$ cat src/rtl/segmap_pkg.sv
package segmap_pkg;
    localparam int unsigned LOG_W   = 16;
    localparam int unsigned OFF_W   = 12;
    localparam int unsigned SEG_W   = LOG_W - OFF_W;
    localparam int unsigned NSEG    = 1 << SEG_W;
    localparam int unsigned BLK_W   = 4;
    localparam int unsigned PHYS_W  = BLK_W + LOG_W;
    localparam int unsigned N_RAMBLK = 4;

    typedef logic [BLK_W-1:0] blk_t;
    typedef blk_t [NSEG-1:0]  seg_arr_t;

    typedef struct packed {
        seg_arr_t seg;
        logic     en;
    } ctl_state_t;

    localparam blk_t BOOT_BLK = '1;
    localparam blk_t ROM_BLK  = '1;
    localparam blk_t [N_RAMBLK-1:0] RAM_BLK_LIST = {4'hD, 4'hC, 4'h5, 4'h4};
endpackage

$ cat src/rtl/mmu_port_decode.sv
module mmu_port_decode
    import segmap_pkg::*;
#(
    parameter logic [7:0] IO_PORT = 8'hDE
) (
    input  logic             io_wr,
    input  logic [LOG_W-1:0] io_addr,
    input  logic [7:0]       io_data,
    output logic             hit,
    output logic [SEG_W-1:0] seg_idx,
    output blk_t             seg_val
);
    logic unused_bits;

    always_comb begin
        hit     = io_wr && (io_addr[7:1] == IO_PORT[7:1]);
        seg_idx = io_addr[LOG_W-1:OFF_W];
        seg_val = io_data[BLK_W-1:0] ^ {BLK_W{1'b1}};
    end

    assign unused_bits = &{1'b0, io_addr[OFF_W-1:8], io_addr[0], io_data[7:BLK_W]};
endmodule

$ cat src/rtl/mmu_ctl_regs.sv
module mmu_ctl_regs
    import segmap_pkg::*;
(
    input  logic             clk,
    input  logic             rst_n,
    input  logic             map_en,
    input  logic             wr_hit,
    input  logic [SEG_W-1:0] wr_idx,
    input  blk_t             wr_val,
    output seg_arr_t         seg,
    output logic             en
);
    ctl_state_t st_d, st_q;

    always_comb begin
        st_d    = st_q;
        st_d.en = map_en;
        if (wr_hit) begin
            st_d.seg[wr_idx] = wr_val;
        end
    end

    always_ff @(posedge clk or negedge rst_n) begin
        if (!rst_n) begin
            st_q <= '0;
        end else begin
            st_q <= st_d;
        end
    end

    assign seg = st_q.seg;
    assign en  = st_q.en;

    // a decoded write lands in the indexed register next cycle
    a_r2_write_lands: assert property (@(posedge clk) disable iff (!rst_n)
        wr_hit |=> seg[$past(wr_idx)] == $past(wr_val));

    // without a decoded write the register file holds
    a_r3_no_stray_write: assert property (@(posedge clk) disable iff (!rst_n)
        !wr_hit |=> $stable(seg));

    // enable follows the input one cycle later
    a_r6_en_registered: assert property (@(posedge clk) disable iff (!rst_n)
        map_en |=> en);
endmodule

$ cat src/rtl/mmu_xlate.sv
module mmu_xlate
    import segmap_pkg::*;
(
    input  logic              clk,
    input  logic              rst_n,
    input  seg_arr_t          seg,
    input  logic              en,
    input  logic [LOG_W-1:0]  cpu_addr,
    input  logic              cpu_rd,
    input  logic              cpu_wr,
    output logic [PHYS_W-1:0] phys_addr,
    output logic              ram_cs,
    output logic              rom_cs,
    output logic              mem_rd_stb,
    output logic              mem_wr_stb
);
    blk_t                blk;
    logic [N_RAMBLK-1:0] ram_match;

    always_comb begin
        blk       = en ? seg[cpu_addr[LOG_W-1:OFF_W]] : BOOT_BLK;
        phys_addr = {blk, cpu_addr};
    end

    for (genvar g = 0; g < N_RAMBLK; g++) begin : g_ram
        assign ram_match[g] = (blk == RAM_BLK_LIST[g]);
    end

    always_comb begin
        ram_cs     = |ram_match;
        rom_cs     = (blk == ROM_BLK);
        mem_rd_stb = cpu_rd && (ram_cs || rom_cs);
        mem_wr_stb = cpu_wr && ram_cs;
    end

    // at most one region selected
    a_r7_cs_exclusive: assert property (@(posedge clk) disable iff (!rst_n)
        $onehot0({ram_cs, rom_cs}));

    // ROM never sees a write strobe
    a_r10_rom_no_write: assert property (@(posedge clk) disable iff (!rst_n)
        rom_cs |-> !mem_wr_stb);

    // disabled mode always lands in the ROM block
    a_r5_boot_in_rom: assert property (@(posedge clk) disable iff (!rst_n)
        !en |-> (rom_cs && phys_addr[PHYS_W-1:LOG_W] == 4'hF));

    // unmapped space gets no strobe
    a_r9_unmapped_quiet: assert property (@(posedge clk) disable iff (!rst_n)
        !(ram_cs || rom_cs) |-> !(mem_rd_stb || mem_wr_stb));
endmodule

$ cat src/rtl/seg_bank_mmu.sv
module seg_bank_mmu
    import segmap_pkg::*;
(
    input  logic              clk,
    input  logic              rst_n,
    input  logic              map_en,
    input  logic              io_wr,
    input  logic [15:0]       io_addr,
    input  logic [7:0]        io_data,
    input  logic [15:0]       cpu_addr,
    input  logic              cpu_rd,
    input  logic              cpu_wr,
    output logic [19:0]       phys_addr,
    output logic              ram_cs,
    output logic              rom_cs,
    output logic              mem_rd_stb,
    output logic              mem_wr_stb
);
    logic             wr_hit;
    logic [SEG_W-1:0] wr_idx;
    blk_t             wr_val;
    seg_arr_t         seg;
    logic             en;

    mmu_port_decode #(.IO_PORT(8'hDE)) u_dec (
        .io_wr   (io_wr),
        .io_addr (io_addr),
        .io_data (io_data),
        .hit     (wr_hit),
        .seg_idx (wr_idx),
        .seg_val (wr_val)
    );

    mmu_ctl_regs u_regs (
        .clk    (clk),
        .rst_n  (rst_n),
        .map_en (map_en),
        .wr_hit (wr_hit),
        .wr_idx (wr_idx),
        .wr_val (wr_val),
        .seg    (seg),
        .en     (en)
    );

    mmu_xlate u_xl (
        .clk        (clk),
        .rst_n      (rst_n),
        .seg        (seg),
        .en         (en),
        .cpu_addr   (cpu_addr),
        .cpu_rd     (cpu_rd),
        .cpu_wr     (cpu_wr),
        .phys_addr  (phys_addr),
        .ram_cs     (ram_cs),
        .rom_cs     (rom_cs),
        .mem_rd_stb (mem_rd_stb),
        .mem_wr_stb (mem_wr_stb)
    );

    // the low 16 physical bits pass straight through
    a_r11_offset_passthru: assert property (@(posedge clk) disable iff (!rst_n)
        phys_addr[15:0] == cpu_addr);
endmodule

$ cat config.mk
export PLATFORM = sky130hd
export DESIGN_NAME = seg_bank_mmu
export DESIGN_NICKNAME = d
export VERILOG_FILES = /design/src/rtl/segmap_pkg.sv /design/src/rtl/mmu_port_decode.sv /design/src/rtl/mmu_ctl_regs.sv /design/src/rtl/mmu_xlate.sv /design/src/rtl/seg_bank_mmu.sv
export SDC_FILE = /design/constraint.sdc
export NUM_CORES = 1
export LEC_CHECK = 0
export BUFFER_PORTS_ARGS = -buffer_cell sky130_fd_sc_hd__buf_2
export CAP_MARGIN = 20
export CORE_ASPECT_RATIO = 0.9
export CORE_MARGIN = 4
export CORE_UTILIZATION = 55
export CTS_CLUSTER_SIZE = 12
export DETAILED_ROUTE_END_ITERATION = 8
export HOLD_SLACK_MARGIN = 0.02
export PLACE_DENSITY = 0.79
export SYNTH_ARGS = -nofsm -noshare
export SYNTH_HDL_FRONTEND = slang
export SYNTH_HIERARCHICAL = 1
export SYNTH_SLANG_ARGS = --single-unit
$ cat constraint.sdc
create_clock -name clk -period 2 [get_ports clk]
set_input_delay 0.2 -clock clk [delete_from_list [all_inputs] [get_ports clk]]
set_output_delay 0.2 -clock clk [all_outputs]
set_load 0.05 [all_outputs]
==> summary.txt <==
Run status
  – Status: finished, violations left
  – Violated checks: negative setup slack

Pwr
  – Final Power: ~2.7 mW
  – Peak supply drop: roughly 370 uV
  – PwrDens: between 600 and 700 nW/um^2
  – Leakage: roughly 1.9 nW

Floorplan
  – Starting Density: 57.71%
  – Core Footprint: 5758 sq um
  – Die span in y: 81.74 um
  – I/O Pins: 70
  – Num rows: 26
  – Die Width: 89.94 um
  – Die ar.: around 7400 sq um

Clock tree
  – TritonCTS buffer count: 9
  – H-tree depth: 3
  – Sink Count: 65
  – Worst skew pair latency: between 0.3 and 0.4 ns
  – Maximum clock insertion buffer count: 2
  – CTS tree: built
  – Clk pin slew, worst setup/hold paths: about 0.07 ns
  – Root Buffer: clkbuf_8

Worst setup path
  – Worst endpoint required time: around 1.8 ns
  – Critical Path Sink Type: output pin
  – R2r startpoint: u_regs/seg[38]
  – CP max stage delay: around 0.46 ns
  – CP Cell Sequence: mux4_2 -> a22oi_2 -> and4_4 -> inv_2 -> and3_4 -> buf_8
  – Worst setup path endpoint: mem_wr_stb
  – Worst Setup Start Kind: flip-flop
  – Worst setup path category: reg -> out
  – Reg2reg setup slack: roughly 1 ns
  – Critical Path Fanout Max: 3
  – Critical Path Stages: 6
  – Crit. Startpoint: u_regs/seg[38]
  – CP Data Arrival Time: about 2 ns
  – Delay-heaviest family, CP: multiplexers
  – Worst Path Buf+Inv: 2
  – Worst path slowest cell: mux4_2
  – Worst R2R End: u_regs/seg[38]
  – Reg2Reg Depth: 3

STA
  – Setup ws final: -0.1993 ns
  – Worst hold margin: 0.3811 ns
  – Clock skew: 0 ns
  – Fmax achieved: ~450 MHz
  – Final slew viol count: 0
  – Relative slew slack: approximately two thirds
  – Worst-Margin Slew: slightly below 0.5 ns
  – Min Clock Period, post-route: between 2 and 2.5 ns
  – Final period util: 110.0%
  – RSZ-0062 raised after global routing: yes
  – Final setup violation count: 8
  – Final hold viol count: 0

Logic synthesis
  – Syn avg cell area: 14.08 sq um
  – Register bit count reported by yosys: 65
  – Syn Nets: between 200 and 300
  – Most common cell in the synthesized netlist: dfrtp_1
  – Area leader, netlist: dfrtp_1
  – Syn Std Cell Area: about 3300 sq um
  – Synth Instances: approximately 240
  – Primary FF master, synth: dfrtp_1
  – Post-synth ARST share: 100.0%
  – Sequential cell area fraction in the yosys report: approximately 49%
  – EDFF count, synth: 0
  – Post-synth cell types: 32
  – Synth top cells by count: dfrtp_1, mux2_2, mux2_1
  – Synth top area cells: dfrtp_1, mux2_2, mux4_2
  – Synthesis warning total: 6
  – Top cell type's share of synthesized area: approximately 50%

Route
  – Routed wire length: about 6800 um
  – Routed wire per std cell: between 15 and 20 um
  – 1st-iter DRT viols: 66
  – DRT Pass-1 Iters: 4
  – DRC Markers: 0
  – Final ANT Viol Nets: 0
  – Via-to-Cell Ratio: between 5 and 6
  – Via Count: a little over 2,000

Place
  – Dpl hpwl: approximately 4700 um
  – Port bufs: 36
  – Placer's final routability congestion estimate: around 0.78
  – Dpl ws: -0.1468 ns

Layout
  – Fillers: ~400
  – Area added between synthesis and finish: 17.06%
  – Final core utilization: between 60% and 70%
  – Final nets: between 300 and 400
  – Layout cells sized above 1: a little over half
  – Register area: roughly 1600 sq um
  – Area of the multi-input gates: 1524 sq um
  – # diodes: 0

GRT
  – Via count of the first global-routing pass: about 2,200
  – GRT Total Usage: approximately a fifth
  – Initial antenna violation count: 0
  – Global-route wire length before repair: 11,480 um
  – Pin count of the biggest net entering global routing: 66
  – Grt ovf: 0

Job
  – Maxcap violations: 0

Min path
  – Worst hold path class: in -> reg
## cell type report
class	instances	area share, %
clock buffers	12	3.731
clock inverters	4	1.319
inverters	7	0.7720
multi-input cells	134	39.18
flip-flops and latches	65	41.81
well taps	70	2.252
repair buffers	60	10.94
## how the worst min path moves through the flow
stage                      from              to  cells past startpoint
floorplan                 rst_n       u_regs/en                      0
global placement          rst_n  u_regs/seg[23]                      2
detailed placement        rst_n  u_regs/seg[23]                      2
CTS                 io_addr[12]  u_regs/seg[19]                      3
global route        io_addr[12]  u_regs/seg[19]                      3
finish              io_addr[12]  u_regs/seg[19]                      3
## what timing repair did
item / in CTS / in global routing
gates cloned: 0 / 0
resized for setup: 23 / 1
hold endpoints to repair: 66 / 0
setup buffers: 2 / 2
hold buffers: 2 / 0
setup endpoints to repair: 8 / 8
pin swaps: 5 / 3
## registers in the layout (all words and copies together) (netlist names)
name / flops
u_regs/en: 1
u_regs/seg: 64
## layer usage
| layer | vias up | part of all wire (%) | GRT usage (%) |
|---|---|---|---|
| met4 | 0 | 2.0 | 7.492 |
| met2 | 66 | 46 | 33.41 |
| met5 | - | 0 | 0 |
| met3 | 23 | 6.2 | 6.502 |
| met1 | 1052 | 46 | 27.35 |
| li1 | 918 | - | - |
## through the flow
step           setup TNS [ns]  area, sq um  std cells
2_1_floorplan        -0.06972         3368        236
3_3_place_gp          -0.5134         3575        330
3_5_place_dp          -0.7078         3575        330
4_1_cts                -1.319         3871        350
5_1_grt                -1.775         3890        352
6_report               -1.208         3890        352
## report_power, final
part | switching, mW | total, mW | internal [mW] | leakage, nW
logic | 0.151 | 0.246 | 0.0948 | 0.938
registers | 0.00728 | 1.33 | 1.33 | 0.905
clock network | 0.493 | 1.11 | 0.613 | 0.0970
total | 0.651 | 2.68 | 2.03 | 1.94
## worst register-to-register path, stage by stage (launching register included)
cell and delay, ns:
dfrtp_1 0.40, buf_4 0.14, buf_4 0.12, mux2_2 0.24
## logic make-up after synthesis
logic type / share of synthesized area, %
compound gates: 1.694
simple gates: 7.079
flops: 48.95
buf+inv: 6.890
mux: 35.39
## cell usage in the layout, fill, tap and decap left out, drive strengths merged
| cell | instances |
|---|---|
| nand3 | 2 |
| bufinv | 1 |
| and3 | 3 |
| nand4b | 1 |
| dlygate4sd3 | 2 |
| a41o | 1 |
| nand3b | 4 |
| a22oi | 3 |
| buf | 58 |
| nor2b | 2 |
| nand4 | 1 |
| clkbuf | 12 |
| mux2 | 68 |
| nor3b | 1 |
| or3 | 3 |
| nand2 | 6 |
| mux4 | 16 |
| mux2i | 2 |
| clkinv | 1 |
| dfrtp | 65 |
| nand2b | 3 |
| a21boi | 1 |
| inv | 7 |
| clkinvlp | 2 |
| nor2 | 13 |
| and2 | 1 |
| a311oi | 1 |
| and4 | 1 |
| a31oi | 1 |
(Power assumes the default switching activity.)
